`src/rtl/twi_pkg.sv`:
```
package twi_pkg;
  localparam int DATA_W   = 8;
  localparam int PREFIX_W = 5;
  localparam int STRAP_W  = 2;
  localparam logic [PREFIX_W-1:0] DEV_PREFIX = 5'b10100;

  typedef enum logic [2:0] {
    ST_IDLE,
    ST_ADDR,
    ST_WR,
    ST_RD,
    ST_MACK
  } twi_state_e;
endpackage

```
`src/rtl/twi_line_sync.sv`:
```
module twi_line_sync #(
  parameter int STAGES = 2
) (
  input  logic clk_i,
  input  logic rst_ni,
  input  logic line_i,
  output logic lvl_o,
  output logic rise_o,
  output logic fall_o
);
  logic [STAGES-1:0] ff_q;
  logic              prev_q;

  always_ff @(posedge clk_i or negedge rst_ni) begin
    if (!rst_ni) begin
      ff_q   <= '1;
      prev_q <= 1'b1;
    end else begin
      ff_q   <= {ff_q[STAGES-2:0], line_i};
      prev_q <= ff_q[STAGES-1];
    end
  end

  assign lvl_o  = ff_q[STAGES-1];
  assign rise_o = lvl_o & ~prev_q;
  assign fall_o = ~lvl_o & prev_q;
endmodule

```
`src/rtl/twi_cond_detect.sv`:
```
module twi_cond_detect (
  input  logic scl_lvl_i,
  input  logic scl_rise_i,
  input  logic sda_rise_i,
  input  logic sda_fall_i,
  output logic start_o,
  output logic stop_o
);
  logic scl_steady_hi;
  // SCL must already have been high, not just risen
  assign scl_steady_hi = scl_lvl_i & ~scl_rise_i;
  assign start_o = scl_steady_hi & sda_fall_i;
  assign stop_o  = scl_steady_hi & sda_rise_i;
endmodule

```
`src/rtl/twi_word_fsm.sv`:
```
module twi_word_fsm
  import twi_pkg::*;
(
  input  logic               clk_i,
  input  logic               rst_ni,
  input  logic               scl_lvl_i,
  input  logic               scl_rise_i,
  input  logic               scl_fall_i,
  input  logic               sda_lvl_i,
  input  logic               start_i,
  input  logic               stop_i,
  input  logic [STRAP_W-1:0] strap_i,
  input  logic               busy_i,
  input  logic [DATA_W-1:0]  rd_data_i,
  output logic               sda_oe_o,
  output logic               rd_req_o,
  output logic [DATA_W-1:0]  rx_data_o,
  output logic               rx_valid_o,
  output logic               addr_hit_o,
  output logic               rw_o
);
  localparam int CNT_W = $clog2(DATA_W + 1);
  localparam logic [CNT_W-1:0] CNT_FULL = CNT_W'(DATA_W);

  twi_state_e        state_q;
  logic [CNT_W-1:0]  cnt_q;
  logic              ack_q, oe_q, rw_q, mack_q;
  logic [DATA_W-1:0] sreg_q, txreg_q;
  logic              rx_valid_q, rd_req_q, addr_hit_q;
  logic              addr_match, addr_decide;

  assign addr_match = (sreg_q[DATA_W-1 -: PREFIX_W] == DEV_PREFIX) &&
                      (sreg_q[STRAP_W:1] == strap_i) && !busy_i;
  assign addr_decide = (state_q == ST_ADDR) && scl_fall_i && !ack_q &&
                       (cnt_q == CNT_FULL) && !start_i && !stop_i;

  always_ff @(posedge clk_i or negedge rst_ni) begin
    if (!rst_ni) begin
      state_q    <= ST_IDLE;
      cnt_q      <= '0;
      ack_q      <= 1'b0;
      oe_q       <= 1'b0;
      rw_q       <= 1'b0;
      mack_q     <= 1'b0;
      sreg_q     <= '0;
      txreg_q    <= '0;
      rx_valid_q <= 1'b0;
      rd_req_q   <= 1'b0;
      addr_hit_q <= 1'b0;
    end else begin
      rx_valid_q <= 1'b0;
      rd_req_q   <= 1'b0;
      addr_hit_q <= 1'b0;
      if (start_i) begin
        state_q <= ST_ADDR;
        cnt_q   <= '0;
        ack_q   <= 1'b0;
        oe_q    <= 1'b0;
      end else if (stop_i) begin
        state_q <= ST_IDLE;
        cnt_q   <= '0;
        ack_q   <= 1'b0;
        oe_q    <= 1'b0;
      end else begin
        unique case (state_q)
          ST_ADDR, ST_WR: begin
            if (scl_rise_i && !ack_q && cnt_q != CNT_FULL) begin
              sreg_q <= {sreg_q[DATA_W-2:0], sda_lvl_i};
              cnt_q  <= cnt_q + 1'b1;
            end else if (scl_fall_i && ack_q) begin
              ack_q <= 1'b0;
              cnt_q <= '0;
              if (state_q == ST_ADDR && rw_q) begin
                state_q  <= ST_RD;
                txreg_q  <= {rd_data_i[DATA_W-2:0], 1'b0};
                oe_q     <= ~rd_data_i[DATA_W-1];
                rd_req_q <= 1'b1;
              end else begin
                state_q <= ST_WR;
                oe_q    <= 1'b0;
              end
            end else if (scl_fall_i && cnt_q == CNT_FULL) begin
              if (state_q == ST_WR) begin
                ack_q      <= 1'b1;
                oe_q       <= 1'b1;
                rx_valid_q <= 1'b1;
              end else if (addr_match) begin
                ack_q      <= 1'b1;
                oe_q       <= 1'b1;
                rw_q       <= sreg_q[0];
                addr_hit_q <= 1'b1;
              end else begin
                state_q <= ST_IDLE;
                cnt_q   <= '0;
              end
            end
          end
          ST_RD: begin
            if (scl_rise_i && cnt_q != CNT_FULL) begin
              cnt_q <= cnt_q + 1'b1;
            end else if (scl_fall_i && cnt_q == CNT_FULL) begin
              oe_q    <= 1'b0;
              state_q <= ST_MACK;
              cnt_q   <= '0;
            end else if (scl_fall_i && cnt_q != '0) begin
              oe_q    <= ~txreg_q[DATA_W-1];
              txreg_q <= {txreg_q[DATA_W-2:0], 1'b0};
            end
          end
          ST_MACK: begin
            if (scl_rise_i) begin
              mack_q <= ~sda_lvl_i;
              cnt_q  <= CNT_W'(1);
            end else if (scl_fall_i && cnt_q != '0) begin
              cnt_q <= '0;
              if (mack_q) begin
                state_q  <= ST_RD;
                txreg_q  <= {rd_data_i[DATA_W-2:0], 1'b0};
                oe_q     <= ~rd_data_i[DATA_W-1];
                rd_req_q <= 1'b1;
              end else begin
                state_q <= ST_IDLE;
              end
            end
          end
          default: ;
        endcase
      end
    end
  end

  assign sda_oe_o   = oe_q;
  assign rd_req_o   = rd_req_q;
  assign rx_data_o  = sreg_q;
  assign rx_valid_o = rx_valid_q;
  assign addr_hit_o = addr_hit_q;
  assign rw_o       = rw_q;

  assert_miss_idle_R4: assert property (@(posedge clk_i) disable iff (!rst_ni)
    addr_decide && !addr_match |=> state_q == ST_IDLE && !oe_q);
  assert_busy_quiet_R5: assert property (@(posedge clk_i) disable iff (!rst_ni)
    addr_decide && busy_i |=> !oe_q);
  assert_rstart_addr_R9: assert property (@(posedge clk_i) disable iff (!rst_ni)
    start_i |=> state_q == ST_ADDR && cnt_q == '0);
  assert_stop_release_R10: assert property (@(posedge clk_i) disable iff (!rst_ni)
    stop_i |=> !oe_q && state_q == ST_IDLE);
  assert_oe_scl_low_R11: assert property (@(posedge clk_i) disable iff (!rst_ni)
    $rose(oe_q) |-> !scl_lvl_i);
  assert_one_pulse_R6: assert property (@(posedge clk_i) disable iff (!rst_ni)
    $onehot0({rx_valid_q, rd_req_q, addr_hit_q}));
endmodule

```
`src/rtl/twi_mem_slave.sv`:
```
module twi_mem_slave
  import twi_pkg::*;
#(
  parameter int SYNC_STAGES = 2
) (
  input  logic               clk_i,
  input  logic               rst_ni,
  input  logic               scl_i,
  input  logic               sda_i,
  output logic               sda_oe_o,
  input  logic [STRAP_W-1:0] strap_i,
  input  logic               busy_i,
  input  logic [DATA_W-1:0]  rd_data_i,
  output logic               rd_req_o,
  output logic [DATA_W-1:0]  rx_data_o,
  output logic               rx_valid_o,
  output logic               addr_hit_o,
  output logic               rw_o,
  output logic               start_o,
  output logic               stop_o
);
  logic scl_lvl, scl_rise, scl_fall;
  logic sda_lvl, sda_rise, sda_fall;
  logic start_evt, stop_evt;

  twi_line_sync #(.STAGES(SYNC_STAGES)) u_scl_sync (
    .clk_i, .rst_ni, .line_i(scl_i),
    .lvl_o(scl_lvl), .rise_o(scl_rise), .fall_o(scl_fall)
  );

  twi_line_sync #(.STAGES(SYNC_STAGES)) u_sda_sync (
    .clk_i, .rst_ni, .line_i(sda_i),
    .lvl_o(sda_lvl), .rise_o(sda_rise), .fall_o(sda_fall)
  );

  twi_cond_detect u_cond (
    .scl_lvl_i(scl_lvl), .scl_rise_i(scl_rise),
    .sda_rise_i(sda_rise), .sda_fall_i(sda_fall),
    .start_o(start_evt), .stop_o(stop_evt)
  );

  twi_word_fsm u_fsm (
    .clk_i, .rst_ni,
    .scl_lvl_i(scl_lvl), .scl_rise_i(scl_rise), .scl_fall_i(scl_fall),
    .sda_lvl_i(sda_lvl), .start_i(start_evt), .stop_i(stop_evt),
    .strap_i, .busy_i, .rd_data_i,
    .sda_oe_o, .rd_req_o, .rx_data_o, .rx_valid_o, .addr_hit_o, .rw_o
  );

  assign start_o = start_evt;
  assign stop_o  = stop_evt;

  assert_cond_excl_R2: assert property (@(posedge clk_i) disable iff (!rst_ni)
    !(start_o && stop_o));
endmodule

```
`config.mk`:
```
export PLATFORM = sky130hd
export DESIGN_NAME = twi_mem_slave
export DESIGN_NICKNAME = d
export VERILOG_FILES = /design/src/rtl/twi_pkg.sv /design/src/rtl/twi_line_sync.sv /design/src/rtl/twi_cond_detect.sv /design/src/rtl/twi_word_fsm.sv /design/src/rtl/twi_mem_slave.sv
export SDC_FILE = /design/constraint.sdc
export NUM_CORES = 1
export LEC_CHECK = 0
export ABC_AREA = 1
export BUFFER_PORTS_ARGS = -buffer_cell sky130_fd_sc_hd__buf_2
export CORE_MARGIN = 2
export CORE_UTILIZATION = 57
export CTS_CLUSTER_SIZE = 40
export DETAILED_ROUTE_END_ITERATION = 12
export GPL_TIMING_DRIVEN = 0
export HOLD_SLACK_MARGIN = 0.05
export PLACE_DENSITY_LB_ADDON = 0.08
export RECOVER_POWER = 50
export SLEW_MARGIN = 20
export SYNTH_ARGS = -nofsm -noshare
export SYNTH_HDL_FRONTEND = slang
export SYNTH_SLANG_ARGS = --single-unit
```
`constraint.sdc`:
```
create_clock -name clk_i -period 2.01 [get_ports clk_i]
set_clock_uncertainty 0.1 [all_clocks]
set_input_delay 0.3015 -clock clk_i [delete_from_list [all_inputs] [get_ports clk_i]]
set_output_delay 0.3015 -clock clk_i [all_outputs]
set_load 0.03 [all_outputs]
```
# Word-level counts from Yosys, hierarchy flattened
# Cells that the tools add are included.
# totals
out_inout_bits,15
wordCells,175
register_bits,36
n_memories,0
ram_bits,0
input_bits,15
romBits,0
latch_bits,0
# classes
mul,0
mux,80
add_sub_neg,1
eq_ne,34
reduce_logical,26
n_shift,0
div_mod_pow,0
n_lt_le_gt_ge,0
n_bitwise,19
# op_table
op,count
2-to-1 mux 8 bit,9
2-to-1 mux 4 bit,11
2-to-1 mux 1 bit,43
2-to-1 mux 3 bit,11
one-hot mux 8 bit (3 select lines),1
AND reduction 9 bit,2
!= test 4 bit (second input constant),4
!= test 5 x 3 -> 1 bit (second input constant),3
!= test 4 x 3 -> 1 bit (second input constant),3
!= test 6 x 3 -> 1 bit (second input constant),2
inverter 1 bit,12
one-hot mux 4 bit (3 select lines),1
AND reduction 12 bit,1
AND reduction 4 bit,3
!= test 2 x 1 -> 1 bit (second input constant),5
!= test 5 x 4 -> 1 bit (second input constant),2
nonzero test 5 bit,2
logical AND 1 bit,9
one-hot mux 3 bit (3 select lines),1
!= test 2 bit (second input constant),4
AND reduction 8 bit,1
nonzero test 4 bit,2
bitwise AND 1 bit,7
== test 3 x 2 -> 1 bit (second input constant),2
17 further kinds,19

# Depth between registers and ports, before layout
# Gate-level depths: netlist of run 1.
# logic_depth
ltp_word,11
mapped_depth,11
depth_no_buf,11

# By module
# From an unflattened synthesis of run 1, not the netlist that was laid out.
# hier_totals
hier_cells,281
hier_area_um2,2128.3
# modules_own_cells
mod,cells_each,seq_area_each_um2,area_per_inst_um2,instances
twi_word_fsm,261,725.7,1918.1,1
twi_line_sync,7,78.8,93.8,2
twi_cond_detect,6,0.0,22.5,1

# Worst setup path before layout of run 1
# No wires, ideal clock.
# synth_path
path_kind,flip-flop to flip-flop
startpoint,register u_scl_sync.prev_q
endpoint,register u_fsm.cnt_q[2]
arrival_ns,1.626
slack_ns,0.168
path_buffers,0
t_required_ns,1.793
synth_period_minus_slack_ns,1.842
path_stages_with_launch,10
setup_ns,0.117
path_cell_list,dfstp_2 nand2_2 nor2_2 nor2_4 nand3_1 o21ai_1 nor2_4 nand2_1 nand2_1 nand2_1
# synth_via
elab_cells_between_ends,27
classes_between,eq/ne (5); mux (7); bitwise (7); reduce/logical (8)
# synth_rtl
element,line_no,text
"start, declared",twi_line_sync.sv:12,logic prev_q;
"start signal, assigned",twi_line_sync.sv:20,prev_q <= ff_q[STAGES-1];
inverter 1 bit *,twi_line_sync.sv:25,assign rise_o = lvl_o & ~prev_q;
bitwise AND 1 bit *,twi_line_sync.sv:25,
inverter 1 bit *,twi_cond_detect.sv:11,assign scl_steady_hi = scl_lvl_i & ~scl_rise_i;
bitwise AND 1 bit *,twi_cond_detect.sv:11,
bitwise AND 1 bit *,twi_cond_detect.sv:12,assign start_o = scl_steady_hi & sda_fall_i;
named net start_o,twi_mem_slave.sv:19,"output logic start_o,"
!= test 6 bit (no source line) (tied with other cells),n/a,
AND reduction 6 bit (no source line),n/a,
"end signal, assigned",twi_word_fsm.sv:69,cnt_q <= cnt_q + 1'b1;
"end signal, assigned",twi_word_fsm.sv:100,cnt_q <= cnt_q + 1'b1;
"end, declared",twi_word_fsm.sv:26,logic [CNT_W-1:0] cnt_q;
# Mark *: on every way through the listed nets, which the timed path passes. The rest lies on a longest branch.
# A chain may end at the register's enable or synchronous reset.

# Worst setup path after layout of run 1
# layout_path
startpoint,register u_fsm.cnt_q[0]
endpoint,register u_fsm.state_q[0]
# layout_via
elab_chain_cells,4
elab_cells_between_ends,13
classes_between,eq/ne (7); reduce/logical (6)
# layout_rtl
element,line_no,text
== test 4 bit (tied with other cells),n/a,
logical AND 1 bit (on tied branches),n/a,
!= test 5 x 3 -> 1 bit (no source line) (tied with other cells),n/a,
AND reduction 9 bit (no source line) *,n/a,
"end signal, assigned",twi_word_fsm.sv:79,state_q <= ST_WR;
"end signal, assigned",twi_word_fsm.sv:93,state_q <= ST_IDLE;
"end signal, assigned",twi_word_fsm.sv:103,state_q <= ST_MACK;
"end, declared",twi_word_fsm.sv:25,twi_state_e state_q;
# Mark *: on every way between the ends. The rest lies on a longest branch, timed or not.

==> impl_metrics.ini, run 1 <==
[sta]
fin_crit_sh_pct = 96.1
max_freq_mhz = 518
finalSetupViolations = 0
drv_slew = 0
finalHoldViolCount = 0
worstMarginPinSlew_ns = 0.834
slew_headroom_pct = 44.4
period_needed_ns = 1.93

[floorplanning]
start_util_pct = 60.7
dieArea_sq_um = 4110
row_count = 21
io_pins = 30
core_area_sq_um = 3390
fp.dieH_microns = 64.1
die_w_microns = 64.1

[detailed_routing]
vias = 1943
drt_iter0_drc = 196
drt-vias-per-instance = 5.18
first_pass_iters = 4
drt_wl_total_microns = 4520
post-route-drc-count = 0
ant_nets = 0
wl_per_cell_microns = 12.0

[grt]
grt_pass1_vias = 1699
grt_pass1_wl_microns = 7410
antenna_found_initial = 0
grt_usage_pct = 23.6
grt_max_degree = 36
grt_remaining_overflow = 0

[clock_network]
cts_max_level = 2
numCtsBuffers = 5
clk_pin_slew_worst_paths_ns = 0.12
clock_latency_ns = 0.36
root_buffer = clkbuf_4
cts_sinks = 35
cts_tree = yes
clock_path_buffers = 2

[power]
clkPwrFrac_pct = 14.9
intPower_mw = 1.44
p_comb_share_pct = 46.1
power.density_nw_per_um2 = 1100
ir_worst_vdd_mv = 0.748
cellLeakagePower_nw = 1.37
switchingPower_mw = 1.22
seq_power_share_pct = 39.0
post-layout-total-power_mw = 2.67
p_sw_share_pct = 45.8

[finish]
n_antenna_cell = 0
fill_cells = 293
syn_to_final_growth_pct = 17.9
drive_above_1_share_pct = 27.1
fin_area_sq_um = 2430
multi_input_comb_area_sq_um = 1070
nets = 345
regArea_sq_um = 885

[yosys]
yosys_warnings = 0
synth_area_per_cell_sq_um = 7.30
syn_area_sq_um = 2060
synth.distinct_cells = 26
ys_ff_latch = 35
syn_inst = 282
syn-num-nets = 299
yosysSeqAreaShare_pct = 42.9

[worst_setup_path]
crit_type = reg -> reg
start_kind = flip-flop
required_ns = 2.17
crit_fanout = 6
r2r_cells = 11
end_kind = flip-flop
crit_chain = inv_1 > ha_2 > nand2_1 > nor2_2 > nand2_2 > nand2_2 > nor2_1 > a21oi_2 > nand3_2 > nand2_1 > nand2_1
cpMostUsedCell = nand2_1
cp.arrival_ns = 2.10
crit_path_top_delay_cell = dfrtp_2
max_stage_delay_ns = 0.44

[place]
gp_congestion = 0.947
io_buffers = 29
postPlaceCellArea_sq_um = 2260
dp_hpwl_microns = 3220

[min_path]
whs_path_depth = 3
min_path_type = in -> reg

[run_status]
status = complete, no violations

[flow_run]
maxCapViolations = 0
path summary, 6_finish.rpt:
check	from	end	slack, ns
max	u_fsm.cnt_q[0]	u_fsm.state_q[0]	0.08
min	rd_data_i[0]	u_fsm.txreg_q[1]	0.09
max reg2reg	u_fsm.cnt_q[0]	u_fsm.state_q[0]	0.08
min reg2reg	u_scl_sync.ff_q[0]	u_scl_sync.ff_q[1]	0.26
max in group asynchronous	rst_ni	u_fsm.cnt_q[0]	0.77
min in group asynchronous	rst_ni	u_fsm.rx_data_o[7]	0.46
cell type report:
type / count / area share (%)
buffer: 3 / 0.877
clock buffer: 5 / 1.55
clock inverter: 3 / 0.825
inverter: 29 / 4.49
multi-input combinational: 215 / 44.1
sequential: 35 / 36.5
tap: 46 / 2.37
timing repair buffer: 39 / 9.33
per-layer routing:
metal,global-route usage [%],vias to the layer above,routed length (microns)
li1,-,991,-
met1,30.9,878,2050
met2,37.5,66,2080
met3,5.81,8,307
met4,10.1,0,82
met5,0,-,0
placed cells by master, fill, tap and decap left out, types with 2 or more instances in the layout:
cell	Yosys	layout
mux2_2	2	2
nor3_1	2	2
inv_2	10	10
dlygate4sd3_1	0	3
inv_1	19	19
buf_2	2	29
nand3_1	30	29
buf_4	0	7
nand2_1	102	100
nand4_1	4	4
nor2_4	3	5
o21ai_0	12	12
dfstp_2	6	6
nand3b_1	2	2
nor2_2	4	3
dfrtp_1	29	28
nand2_2	5	7
nor2_1	28	27
nand3_2	4	5
mux2_1	2	2
clkinvlp_4	0	2
o21ai_1	6	6
clkbuf_4	0	5
a21oi_1	3	3
timing repair:
item,CTS,global route
gates resized for setup,0,8
setup buffers,0,7
endpoints found under the setup margin,0,15
endpoints found under the hold margin,31,0
hold buffers,3,0
power by group through the flow:
stage | Sequential [mW] | Clock [mW] | Combinational, mW
2_1_floorplan | 1.14 | 0 | 0.784
3_3_place_gp | 1.05 | 0 | 1.13
3_5_place_dp | 1.05 | 0 | 1.14
4_1_cts | 1.04 | 0.410 | 1.15
5_1_grt | 1.06 | 0.443 | 1.40
6_report | 1.04 | 0.397 | 1.23
synth_stat cells (all sizes together):
library cell	number	area share, %
inv	29	5.3
dfstp	6	7.7
nor2	36	8.9
nand4	4	1.2
a21oi	5	1.9
nand2	107	20
nand3	34	9.2
buf	3	1.0
nand3b	2	0.73
dfrtp	29	35
nor3	2	0.49
and2	1	0.30
ha	2	1.2
mux2	4	2.2
o21ai	18	4.4
sequential cells by signal, summed over array words and instances, names as in the netlist, 2 cells and up:
| name | flops |
|---|---|
| u_fsm.txreg_q | 7 |
| u_fsm.cnt_q | 4 |
| u_scl_sync.ff_q | 2 |
| u_fsm.state_q | 3 |
| u_fsm.rx_data_o | 8 |
| u_sda_sync.ff_q | 2 |
critical path, delay by kind of cell, from the launching register on:
family,cells,cell delay (ns)
simple gates,8,0.81
flops,1,0.44
compound gates,1,0.21
fa+ha+maj,1,0.20
buf+inv,1,0.08
cell families after synthesis:
group,share of synthesized area (%)
flip-flops,42.9
multiplexers,2.19
buffers and inverters,6.32
adder cells (fa/ha/maj),1.22
AO/OA/AOI/OAI,6.32
AND/OR/NAND/NOR,41.0
metrics by stage:
| stage | utilization [%] | hold slack (ns) | setup WS [ns] | TNS [ns] | instances |
|---|---|---|---|---|---|
| after floorplan | - | -0.0941 | 0.168 | 0 | 282 |
| after global placement | 66.7 | 0.246 | 0.0468 | 0 | 357 |
| after detailed placement | 66.7 | 0.247 | 0.0554 | 0 | 357 |
| after CTS | 69.3 | 0.0729 | 0.0347 | 0 | 368 |
| after global routing | 71.6 | 0.0805 | -0.00885 | -0.0194 | 375 |
| final | 71.6 | 0.0893 | 0.0784 | 0 | 375 |
(Power assumes the default switching activity.)
==> run 2, diff against run 1 <==
- PLACE_DENSITY: default -> 0.91
- PLACE_DENSITY_LB_ADDON: 0.08 -> default
==> run 2 against run 1 <==
Against the previous run: first-iteration DRC count down 4.1%; flip-flop and latch count unchanged; sequential power about the same; sequential share of layout area down 0.20 points; setup slack better by 0.014 ns; die area unchanged; wire length up 3.3%; total power up 8.1%; highest routed layer unchanged; largest cell class unchanged.
==> impl_metrics.ini, run 2 (synthesis gave the netlist of run 1 again) <==
[run_status]
status = complete, no violations

[finish]
n_antenna_cell = 0
final_cell_mix = nand2_1, nand3_1, dfrtp_1
final_common_cell = nand2_1
nets = 344
drive_above_1_share_pct = 25.9
syn_to_final_growth_pct = 18.4
largest_register_ffs = 8

[grt]
grt_max_degree = 36
grt_pass1_vias = 1817
antenna_found_initial = 0
grt_remaining_overflow = 0
grt_usage_pct = 24.5
grt_pass1_wl_microns = 7740

[power]
intPower_mw = 1.64
p_sw_share_pct = 43.0
post-layout-total-power_mw = 2.88
clkPwrFrac_pct = 18.3
switchingPower_mw = 1.24
power.density_nw_per_um2 = 1180
p_comb_share_pct = 45.4
cellLeakagePower_nw = 1.38
ir_worst_vdd_mv = 0.590
seq_power_share_pct = 36.2

[sta]
drv_slew = 0
worstMarginPinSlew_ns = 0.834
finalHoldViolCount = 0
finalSetupViolations = 0
tns_ns = 0
fin_crit_sh_pct = 95.4
max_freq_mhz = 521
slew_headroom_pct = 44.4
period_needed_ns = 1.92

[clock_network]
cts_max_level = 2
clk_pin_slew_worst_paths_ns = 0.10
root_buffer = clkbuf_4
cts_tree = yes
clock_path_buffers = 2
cts_sinks = 35
clock_latency_ns = 0.35
numCtsBuffers = 5

[floorplanning]
start_util_pct = 60.7
fp.dieH_microns = 64.1
die_w_microns = 64.1
io_pins = 30
core_area_sq_um = 3390
dieArea_sq_um = 4110
row_count = 21

[worst_setup_path]
start_kind = flip-flop
required_ns = 2.15
end_kind = flip-flop
r2r-start = u_fsm.cnt_q[0]
crit_start = u_fsm.cnt_q[0]
cpMostUsedCell = nand2_1
cp_num_buf_inv = 1
crit_type = reg -> reg
crit_chain = inv_1 > ha_2 > nand2_1 > nor2_1 > nand2_2 > nand2_2 > nor2_1 > a21oi_2 > nand3_1 > nand2_1 > nand2_1
cp.arrival_ns = 2.06
worst_path_dominant_cell_family = simple AND/OR/NAND/NOR gates
max_stage_delay_ns = 0.41
crit_path_top_delay_cell = dfrtp_1
crit_fanout = 6
r2r_slack_ns = 0.09

[detailed_routing]
drt-vias-per-instance = 5.32
ant_nets = 0
first_pass_iters = 5
wl_per_cell_microns = 12.5
vias = 1989
drt_iter0_drc = 188
drt_wl_total_microns = 4670
post-route-drc-count = 0

[min_path]
hp-start = rd_data_i[0]
min_path_type = in -> reg

[place]
io_buffers = 29
gp_congestion = 0.991
dp_hpwl_microns = 3420

[flow_run]
maxCapViolations = 0
## run 2: changes by cell type in the layout (fill, tap and decap cells not counted), moves of 2 or more
| cell | change |
|---|---|
| clkbuf_1 | +2 |
| nand2_1 | -2 |
| buf_2 | -2 |
| clkinvlp_4 | -2 |
| nand2_2 | +2 |
## run 2: power by group through the flow
stage / registers [mW] / clock network, mW / logic, mW
CTS: 1.05 / 0.536 / 1.17
detailed placement: 1.06 / 0 / 1.16
finish: 1.05 / 0.528 / 1.31
global route: 1.06 / 0.568 / 1.46
global placement: 1.04 / 0 / 1.12
floorplan: 1.14 / 0 / 0.784
## run 2: metal layers
metal  track usage, %  share of wire (%)  up-vias
met5                0                  0        -
met4             10.1                2.9        0
met3             4.93                7.1       17
met2             43.2                 49       89
met1             28.9                 41      895
li1                 -                  -      988
## run 2: worst paths after layout
path / to / depth (start not counted)
hold / removal: u_fsm.txreg_q[1] / 3
max in group asynchronous: u_fsm.rx_data_o[6] / 2
setup reg to reg: u_fsm.state_q[2] / 11
hold reg to reg: u_scl_sync.ff_q[1] / 0
setup / recovery: u_fsm.state_q[2] / 11
min in group asynchronous: u_fsm.rx_data_o[2] / 2
## run 2: cell type report
| class | count | area (sq um) |
|---|---|---|
| fillers | 263 | 953 |
| well taps | 46 | 57.6 |
| flip-flops and latches | 35 | 883 |
| clock inverters | 2 | 35.0 |
| inverters | 29 | 109 |
| clock buffers | 6 | 51.3 |
| plain buffers | 3 | 21.3 |
| repair buffers | 38 | 216 |
| multi-input cells | 215 | 1060 |
## run 2: worst min-delay path, cell delays in order
cell     delay [ns]
buf_2          0.09
nand2_1        0.05
o21ai_1        0.06
## run 2: metrics by stage
step / std cells / setup slack, ns / utilization, % / cell area, sq um / hold WS (ns)
6_report: 374 / 0.0925 / 71.9 / 2440 / 0.102
5_1_grt: 374 / -0.0170 / 71.9 / 2440 / 0.0936
4_1_cts: 368 / 0.0258 / 70.1 / 2380 / 0.0910
3_5_place_dp: 357 / 0.0462 / 66.7 / 2260 / 0.251
3_3_place_gp: 357 / 0.0832 / 66.7 / 2260 / 0.246
2_1_floorplan: 282 / 0.168 / - / 2060 / -0.0941
## run 2: timing repair
action                     CTS  global route
hold buffers                 3             0
resized for setup            0             6
hold endpoints to repair    31             0
setup endpoints to repair    0            14
setup buffers                0             6
